[src/rtl/brdec_pkg.sv]
package brdec_pkg;

    localparam int unsigned ADDR_W = 32;

    typedef enum logic [3:0] {
        COND_EQ = 4'h0, COND_NE = 4'h1, COND_CS = 4'h2, COND_CC = 4'h3,
        COND_MI = 4'h4, COND_PL = 4'h5, COND_VS = 4'h6, COND_VC = 4'h7,
        COND_HI = 4'h8, COND_LS = 4'h9, COND_GE = 4'hA, COND_LT = 4'hB,
        COND_GT = 4'hC, COND_LE = 4'hD, COND_AL = 4'hE, COND_NV = 4'hF
    } cond_e;

    typedef struct packed {
        logic n;
        logic z;
        logic c;
        logic v;
    } flags_t;

    typedef struct packed {
        logic              taken;
        logic [ADDR_W-1:0] target;
        logic              link_we;
        logic [ADDR_W-1:0] link_value;
        logic              is_branch;
    } brdec_out_t;

endpackage

[src/rtl/brdec_fields.sv]
module brdec_fields
    import brdec_pkg::*;
#(
    parameter int unsigned OFFSET_W  = 24,
    parameter logic [2:0]  CLASS_VAL = 3'b101
) (
    input  logic [ADDR_W-1:0]   instr_i,
    output logic [3:0]          cond_o,
    output logic                class_hit_o,
    output logic                link_bit_o,
    output logic [OFFSET_W-1:0] offset_o
);
    localparam int unsigned LINK_POS  = OFFSET_W;
    localparam int unsigned CLASS_LSB = OFFSET_W + 1;
    localparam int unsigned COND_LSB  = ADDR_W - 4;

    always_comb begin
        cond_o      = instr_i[COND_LSB +: 4];
        class_hit_o = (instr_i[CLASS_LSB +: 3] == CLASS_VAL);
        link_bit_o  = instr_i[LINK_POS];
        offset_o    = instr_i[OFFSET_W-1:0];
    end
endmodule

[src/rtl/brdec_cond_eval.sv]
module brdec_cond_eval
    import brdec_pkg::*;
(
    input  logic [3:0] cond_i,
    input  flags_t     flags_i,
    output logic       pass_o
);
    logic sign_match;

    always_comb begin
        sign_match = (flags_i.n == flags_i.v);
        case (cond_e'(cond_i))
            COND_EQ: pass_o = flags_i.z;
            COND_NE: pass_o = !flags_i.z;
            COND_CS: pass_o = flags_i.c;
            COND_CC: pass_o = !flags_i.c;
            COND_MI: pass_o = flags_i.n;
            COND_PL: pass_o = !flags_i.n;
            COND_VS: pass_o = flags_i.v;
            COND_VC: pass_o = !flags_i.v;
            COND_HI: pass_o = flags_i.c && !flags_i.z;
            COND_LS: pass_o = !flags_i.c || flags_i.z;
            COND_GE: pass_o = sign_match;
            COND_LT: pass_o = !sign_match;
            COND_GT: pass_o = !flags_i.z && sign_match;
            COND_LE: pass_o = flags_i.z || !sign_match;
            COND_AL: pass_o = 1'b1;
            default: pass_o = 1'b0;
        endcase
    end
endmodule

[src/rtl/brdec_target.sv]
module brdec_target
    import brdec_pkg::*;
#(
    parameter int unsigned OFFSET_W = 24,
    parameter int unsigned SHIFT    = 2,
    parameter int unsigned LINK_ADJ = 4
) (
    input  logic [OFFSET_W-1:0] offset_i,
    input  logic [ADDR_W-1:0]   pc_i,
    output logic [ADDR_W-1:0]   target_o,
    output logic [ADDR_W-1:0]   link_value_o
);
    localparam int unsigned EXT_W = ADDR_W - OFFSET_W - SHIFT;

    logic [ADDR_W-1:0] disp;

    always_comb begin
        disp         = {{EXT_W{offset_i[OFFSET_W-1]}}, offset_i, {SHIFT{1'b0}}};
        target_o     = pc_i + disp;
        link_value_o = pc_i - ADDR_W'(LINK_ADJ);
    end
endmodule

[src/rtl/brdec_unit.sv]
module brdec_unit
    import brdec_pkg::*;
#(
    parameter int unsigned OFFSET_W = 24,
    parameter int unsigned SHIFT    = 2,
    parameter int unsigned LINK_ADJ = 4,
    parameter bit          REG_OUT  = 1'b1
) (
    input  logic              clk,
    input  logic              rst_n,
    input  logic [ADDR_W-1:0] instr_i,
    input  logic [ADDR_W-1:0] pc_i,
    input  logic [3:0]        flags_i,
    output logic              taken_o,
    output logic [ADDR_W-1:0] target_o,
    output logic              link_we_o,
    output logic [ADDR_W-1:0] link_value_o,
    output logic              is_branch_o
);
    logic [3:0]          cond;
    logic                class_hit;
    logic                link_bit;
    logic [OFFSET_W-1:0] offset;
    logic                cond_pass;
    logic [ADDR_W-1:0]   target;
    logic [ADDR_W-1:0]   link_value;
    brdec_out_t          out_d;
    brdec_out_t          out_q;

    brdec_fields #(.OFFSET_W(OFFSET_W)) u_fields (
        .instr_i     (instr_i),
        .cond_o      (cond),
        .class_hit_o (class_hit),
        .link_bit_o  (link_bit),
        .offset_o    (offset)
    );

    brdec_cond_eval u_cond (
        .cond_i  (cond),
        .flags_i (flags_t'(flags_i)),
        .pass_o  (cond_pass)
    );

    brdec_target #(
        .OFFSET_W (OFFSET_W),
        .SHIFT    (SHIFT),
        .LINK_ADJ (LINK_ADJ)
    ) u_target (
        .offset_i     (offset),
        .pc_i         (pc_i),
        .target_o     (target),
        .link_value_o (link_value)
    );

    always_comb begin
        out_d            = '0;
        out_d.is_branch  = class_hit;
        out_d.taken      = class_hit && cond_pass;
        out_d.link_we    = class_hit && cond_pass && link_bit;
        out_d.target     = target;
        out_d.link_value = link_value;
    end

    generate
        if (REG_OUT) begin : g_reg
            always_ff @(posedge clk or negedge rst_n) begin
                if (!rst_n) out_q <= '0;
                else        out_q <= out_d;
            end
        end else begin : g_comb
            assign out_q = out_d;
        end
    endgenerate

    assign taken_o      = out_q.taken;
    assign target_o     = out_q.target;
    assign link_we_o    = out_q.link_we;
    assign link_value_o = out_q.link_value;
    assign is_branch_o  = out_q.is_branch;
endmodule

[config.mk]
export PLATFORM = sky130hd
export DESIGN_NAME = brdec_unit
export DESIGN_NICKNAME = d
export VERILOG_FILES = /design/src/rtl/brdec_pkg.sv /design/src/rtl/brdec_fields.sv /design/src/rtl/brdec_cond_eval.sv /design/src/rtl/brdec_target.sv /design/src/rtl/brdec_unit.sv
export SDC_FILE = /design/constraint.sdc
export NUM_CORES = 1
export LEC_CHECK = 0
export BUFFER_PORTS_ARGS = -buffer_cell sky130_fd_sc_hd__buf_2
export CAP_MARGIN = 20
export CORE_MARGIN = 2
export CORE_UTILIZATION = 51
export DETAILED_ROUTE_END_ITERATION = 12
export GPL_TIMING_DRIVEN = 0
export PLACE_DENSITY_LB_ADDON = 0.15
export SYNTH_ARGS = -nofsm -noshare
export SYNTH_HDL_FRONTEND = slang
export SYNTH_HIERARCHICAL = 1
export SYNTH_SLANG_ARGS = --single-unit
[constraint.sdc]
create_clock -name clk -period 0.8 [get_ports clk]
set_input_delay 0.04 -clock clk [delete_from_list [all_inputs] [get_ports clk]]
set_output_delay 0.04 -clock clk [all_outputs]
set_load 0.02 [all_outputs]
==> results of run 1 <==
[metal layers]
layer | share of wire (%) | up-vias | global-route usage, % | wire, um
li1 | - | 1818 | - | -
met1 | 35 | 2023 | 31.2 | 5210
met2 | 53 | 233 | 54.1 | 7960
met3 | 6.9 | 64 | 6.15 | 1030
met4 | 5.1 | 0 | 15.1 | 768
met5 | 0 | - | 0 | 0
[worst max path at each step]
stage / startpoint / end / slack (ns) / cells past startpoint
after global placement: pc_i[2] / target_o[26] / -1.65 / 12
after global routing: pc_i[11] / target_o[19] / -1.25 / 11
after detailed placement: pc_i[2] / target_o[26] / -1.70 / 12
after CTS: pc_i[2] / target_o[26] / -1.10 / 13
after floorplan: instr_i[0] / target_o[26] / -1.27 / 12
final: pc_i[12] / target_o[19] / -1.20 / 11
[area by class of cell]
class / count / area share, %
tap: 105 / 1.84
clock buffer: 10 / 1.79
multi-input combinational: 288 / 40.5
clock inverter: 6 / 0.595
inverter: 8 / 0.420
timing repair buffer: 196 / 27.3
sequential: 67 / 23.5
buffer: 36 / 4.10
[what timing repair did]
item	CTS	global route
endpoints found under the setup margin	118	122
gates resized for setup	233	54
setup buffers	46	20
pin swaps	52	40
hold endpoints to repair	99	67
[flip-flops by register name, indices dropped and copies added, names as in the netlist]
name / cells
target_o: 32
is_branch_o: 1
link_value_o: 32
taken_o: 1
link_we_o: 1
[power by group]
part | internal, W | switching [W]
Clock | 0.00112 | 0.00149
Sequential | 0.00381 | 0.000228
Combinational | 0.00243 | 0.00241
[layout by cell type, fill, tap and decap left out, types with 4 or more instances in the layout]
| cell type | synthesis | layout |
|---|---|---|
| ha_1 | 30 | 15 |
| xor2_1 | 29 | 27 |
| buf_2 | 1 | 24 |
| nor2_1 | 23 | 14 |
| clkbuf_8 | 0 | 9 |
| o21ai_0 | 9 | 6 |
| nor3_4 | 2 | 5 |
| a21oi_2 | 1 | 9 |
| dlygate4sd3_1 | 0 | 32 |
| ha_4 | 0 | 13 |
| buf_8 | 0 | 7 |
| nor3_1 | 8 | 5 |
| nand2_2 | 1 | 4 |
| dfrtp_1 | 67 | 67 |
| buf_6 | 0 | 107 |
| inv_1 | 8 | 6 |
| nor2_4 | 0 | 8 |
| and2_1 | 5 | 4 |
| xnor2_2 | 1 | 5 |
| nand2_1 | 25 | 20 |
| nor4_4 | 3 | 5 |
| o211ai_1 | 5 | 5 |
| a21oi_1 | 25 | 14 |
| xnor2_1 | 24 | 19 |
| nand3_1 | 9 | 6 |
| a211o_1 | 5 | 5 |
| clkbuf_1 | 4 | 4 |
| buf_4 | 33 | 55 |
| nand2b_1 | 5 | 4 |
| a21o_1 | 10 | 10 |
[per-stage QoR]
stage / setup TNS (ns) / cells / power (W) / worst slack (ns) / instance area (um^2)
4_1_cts: -39.45 / 703 / 0.0109 / -1.10 / 6770
3_3_place_gp: -91.03 / 612 / 0.00703 / -1.65 / 5100
3_5_place_dp: -53.17 / 612 / 0.00709 / -1.70 / 5110
2_1_floorplan: -37.04 / 402 / 0.00608 / -1.27 / 4450
6_report: -43.56 / 716 / 0.0115 / -1.20 / 7150
5_1_grt: -47.08 / 716 / 0.0119 / -1.25 / 7150
[logic make-up (layout without fill, tap and decap cells)]
group,Yosys count,after routing,synth area share (%)
buffers and inverters,47,256,7.21
and+or+nand+nor,110,110,15.9
AOI/OAI and AO/OA,91,91,15.3
xor gates and xnor gates,54,54,11.5
muxes,2,2,0.598
adders and majority gates,31,31,9.45
DFF,67,67,40.1
==> results by group, run 1 <==
Clock tree
  • H-Tree Depth: 3
  • Clock-pin slew on the worst setup and hold paths: 0.09 ns
  • TritonCTS clock tree: yes
  • CTS Buf Count: 9
  • CTS Hold Bufs: 32
  • Clock tree buffer depth: 2
  • # clock sinks: 67
  • Root buf cell: clkbuf_8

Worst setup path
  • Crit path max-delay family: compound AO/OA/AOI/OAI gates
  • CP cell instances: buf_2, ha_4, a21oi_2, nor2_1, a211oi_2, o31ai_4, buf_6, a211o_1, a31o_1, a21oi_2, xnor2_1
  • CP max FO: 4
  • Crit-path most repeated cell: a21oi_2
  • Critical path class: in -> reg
  • Setup crit start kind: primary input
  • Nature of the critical path endpoint: register
  • CP bufs+invs: 2
  • CP max stage cell: a211o_1
  • Required @ worst endpoint: ~1.1 ns
  • Crit path arrival time: roughly 2.3 ns
  • CP max stage delay: 0.32 ns

Synthesis
  • Ys async rst share: 100%
  • Post-synth EDFFs: 0
  • Commonest cells post-synth: dfrtp_1, buf_4, ha_1
  • Synth top area cells: dfrtp_1, ha_1, xor2_1
  • Syn Area/Cell: approximately 10 um^2
  • Synth top area share: between 40% and 50%
  • Most instantiated library cell after synthesis: dfrtp_1
  • Mapped Nets: 503
  • YS warnings: 6
  • Cell taking the most area after synthesis: dfrtp_1
  • Post-synthesis cell type count: 67
  • Post-synthesis register bit count: 67
  • Most common flop cell mapped by yosys: dfrtp_1
  • Post-Synthesis Cell Area: 4180 um^2
  • Register area share after synthesis: 40.1%
  • Cells after Synth: approximately 400

GRT
  • Pin count of the biggest net entering global routing: 68
  • Grt total ovfl: 0
  • Initial antenna violation count: 0
  • Vias in the first global route: roughly 4,000
  • Total track usage: 29.2%
  • First-pass GRT wire length: ~20,000 um

Final layout
  • Nets: ~710
  • Layout cell share with drive strength beyond 1: a little over 50%
  • Register area: about 1700 um^2
  • Post-Route Utilization: between 80% and 90%
  • ANT cells: 0
  • Fill count: 343
  • Area Growth Syn to Fin: 70.9%
  • Multi-input gate area: between 2000 and 3000 um^2

Die
  • Die width: roughly 95 um
  • FP Rows: 33
  • Top Ports: 137
  • Total Die Area: about 9000 um^2
  • Die Height: approximately 95 um
  • Initial Util: a little over 50%
  • Area of the core: 8090 um^2

Power
  • Peak VDD IR: about 1100 uV
  • Power per Cell Area: ~1600 nW/um^2
  • Static Leak: approximately 3.2 nW

Timing
  • FMAX: between 400 and 500 MHz
  • Tmin final: 2.00 ns
  • Hold Vio Cnt, Final: 68
  • # setup viols final: 120
  • Period utilization: 250%
  • Worst-margin pin slew: between 0.8 and 0.9 ns
  • Final Max Slew Viols: 0
  • RSZ-0062 raised after global routing: yes
  • Relative slew slack: 43.2%
  • WHS: -0.206 ns
  • Fin worst setup slack: -1.20 ns

Placed design
  • Buffers on Ports: between 100 and 150
  • Routability cong.: 0.907
  • DPL Wire Length: 7290 um

Hold path
  • Hold Crit Class: in -> async

Drt
  • Avg WL per Cell: between 20 and 25 um
  • Via/cell ratio: approximately 5.8
  • Via count: slightly above 4,000
  • Routed Antenna Nets: 0
  • Residual DRC count: 0
  • First-pass DRT Iterations: 5
  • Total Routed Length: between 10,000 and 15,000 um
  • Drt first-iter violations: ~150

Outcome
  • Failing checks: negative hold slack, negative setup slack
  • Outcome: complete, but fails checks

Run
  • Total of max-cap violations: 0
(Power assumes the default switching activity.)
==> run 2, diff against run 1 <==
- CORE_MARGIN: 2 -> 8
- RECOVER_POWER: unset -> 100
==> run 2 against run 1 <==
  * The run still ends with negative hold slack, negative setup slack left
  * Sequential cell count is the same
  * Sequential share of layout area hardly changed
  * Power rose by 4.9%
  * Utilization about the same
  * Cell count fell by 0.28%
  * Largest power group unchanged
==> results by group, run 2 (synthesis gave the netlist of run 1 again) <==
GRT
  • Pin count of the biggest net entering global routing: 68 (unchanged)
  • Initial antenna violation count: 0 (unchanged)
  • Grt total ovfl: 0 (unchanged)
  • Total track usage: 23.7% (-5.5 points)
  • First-pass GRT wire length: 21,700 um (+9.5%)
  • Vias in the first global route: 4,248 (+5.3%)

Timing
  • Fin worst setup slack: -1.14 ns (+0.0637 ns)
  • Period utilization: 242% (-8.0 points)
  • Hold Vio Cnt, Final: 67 (-1.5%)
  • # setup viols final: 119 (-0.83%)
  • Tmin final: 1.94 ns (-0.0637 ns)
  • RSZ-0062 raised after global routing: yes
  • FMAX: 516 MHz (+3.3%)
  • Worst-margin pin slew: 0.851 ns (-0.00106 ns)
  • WHS: -0.198 ns (+0.00794 ns)
  • Relative slew slack: 43.3% (+0.071 points)
  • Final Max Slew Viols: 0 (unchanged)

Die
  • FP Rows: 33 (unchanged)
  • Top Ports: 137 (unchanged)
  • Total Die Area: 11,400 um^2 (+27%)
  • Initial Util: 51.7% (unchanged)
  • Die Height: 107 um (+13%)
  • Die width: 107 um (+13%)
  • Area of the core: 8090 um^2 (unchanged)

Final layout
  • Layout cell share with drive strength beyond 1: 51.6% (-0.16 points)
  • Area Growth Syn to Fin: 70.8% (about the same)
  • Final Instance Count excl. Fillers: 714 (-0.28%)
  • Nets: 705 (-0.28%)
  • ANT cells: 0 (unchanged)
  • Fill count: 348 (+1.5%)
  • Multi-input gate area: 2890 um^2 (-0.17%)
  • Register area: 1680 um^2 (unchanged)
  • Most frequent cells in the layout: buf_6, dfrtp_1, buf_4
  • Commonest non-fill, non-tap cell in the layout: buf_6

Power
  • Static Leak: 3.23 nW (+0.65%)
  • Clk pwr share: 26.6% (+3.8 points)
  • Flop pwr share: 33.6% (-1.5 points)
  • Net Sw Frac: 34.2% (-1.7 points)
  • Power per Cell Area: 1690 nW/um^2 (+5.0%)
  • Internal Power: 0.00793 W (+7.7%)
  • Psw: 0.00413 W (about the same)
  • Comb power frac: 39.8% (-2.3 points)
  • Peak VDD IR: 1060 uV (-8.0%)

Drt
  • First-pass DRT Iterations: 4 (-1)
  • Via/cell ratio: 5.77 (-0.23%)
  • Residual DRC count: 0 (unchanged)
  • Total Routed Length: 15,900 um (+6.5%)
  • Avg WL per Cell: 22.3 um (+6.8%)
  • Via count: 4,117 (-0.51%)
  • Routed Antenna Nets: 0 (unchanged)
  • Drt first-iter violations: 167 (+11%)

Outcome
  • Outcome: complete, but fails checks
  • Failing checks: negative hold slack, negative setup slack

Placed design
  • Placement Setup Slack: -1.63 ns (+0.0695 ns)
  • Buffers on Ports: 105 (unchanged)
  • Placed Cells incl. Taps: 612 (unchanged)
  • Routability cong.: 0.891 (-1.8%)
  • DPL Wire Length: 8240 um (+13%)

Clock tree
  • Clock tree buffer depth: 2 (unchanged)
  • Clock-pin slew on the worst setup and hold paths: 0.08 ns (about the same)
  • CTS Buf Count: 9 (unchanged)
  • CTS Hold Bufs: 35 (+9.4%)
  • H-Tree Depth: 3 (unchanged)
  • TritonCTS clock tree: yes
  • Root buf cell: clkbuf_8
  • # clock sinks: 67 (unchanged)

Worst setup path
  • Required @ worst endpoint: 1.07 ns (about the same)
  • Nature of the critical path endpoint: register
  • CP max FO: 4 (unchanged)
  • Worst Setup SP: instr_i[5]
  • Critical path class: in -> reg
  • Crit path arrival time: 2.21 ns (-0.07 ns)
  • Setup crit start kind: primary input

Hold path
  • Hold Crit Class: in -> async

Run
  • Total of max-cap violations: 0 (unchanged)
==> run 2: changes by cell type in the layout (fill, tap and decap cells not counted), moves of 2 or more <==
cell / change
buf_4: +4
buf_8: -3
nand2_2: +3
nor2_2: +3
buf_6: -2
bufinv_16: +2
clkinvlp_4: -2
dlymetal6s4s_1: +2
ha_2: +2
nand2_1: -2
nor2_4: -2
==> run 2: area by class of cell <==
class	count	area share, %
repair buffers	194	26.6
inverters	8	0.420
flip-flops and latches	67	23.5
clock buffers	9	1.73
clock inverters	7	1.30
multi-input cells	288	40.5
well taps	105	1.84
plain buffers	36	4.15
==> run 2: per-stage QoR <==
stage | total power, W | setup TNS [ns] | util [%] | area (um^2)
after floorplan | 0.00608 | -37.04 | - | 4450
after global placement | 0.00707 | -91.37 | 63.1 | 5100
after detailed placement | 0.00712 | -52.79 | 63.1 | 5110
after CTS | 0.0115 | -35.27 | 84.1 | 6800
after global routing | 0.0125 | -44.64 | 88.3 | 7150
final | 0.0121 | -40.86 | 88.3 | 7150
==> run 2: worst paths after layout <==
| check | to | slack, ns | cells after the start |
|---|---|---|---|
| setup / recovery | target_o[19] | -1.14 | 11 |
| hold / removal | link_value_o[28] | -0.20 | 1 |
| max in group asynchronous | target_o[20] | 0.45 | 1 |
| min in group clk | link_value_o[4] | 0.01 | 3 |
==> run 2: power groups by stage <==
stage | logic, W | registers, W | clock network, W
2_1_floorplan | 0.00152 | 0.00455 | 0
3_3_place_gp | 0.00310 | 0.00397 | 0
3_5_place_dp | 0.00315 | 0.00398 | 0
4_1_cts | 0.00428 | 0.00402 | 0.00320
5_1_grt | 0.00503 | 0.00408 | 0.00340
6_report | 0.00480 | 0.00405 | 0.00321
==> run 2: worst max-delay path, stage by stage <==
cell	delay (ns)
buf_6	0.10
ha_4	0.25
a21oi_2	0.18
o211ai_1	0.16
a41oi_4	0.31
o31ai_4	0.12
buf_6	0.16
a211o_1	0.30
a31o_1	0.24
a21oi_2	0.19
xnor2_1	0.14
==> run 2: timing repair <==
action	CTS	global route
resized for setup	230	49
setup buffers	38	18
endpoints found under the hold margin	102	67
endpoints found under the setup margin	118	120
pin swaps	47	37
==> run 2: per-layer routing <==
layer / global-route usage (%) / routed length (um) / up-vias
li1: - / - / 1809
met1: 25.2 / 5580 / 2028
met2: 43.3 / 8570 / 221
met3: 5.22 / 1120 / 59
met4: 11.8 / 676 / 0
met5: 0 / 0 / -
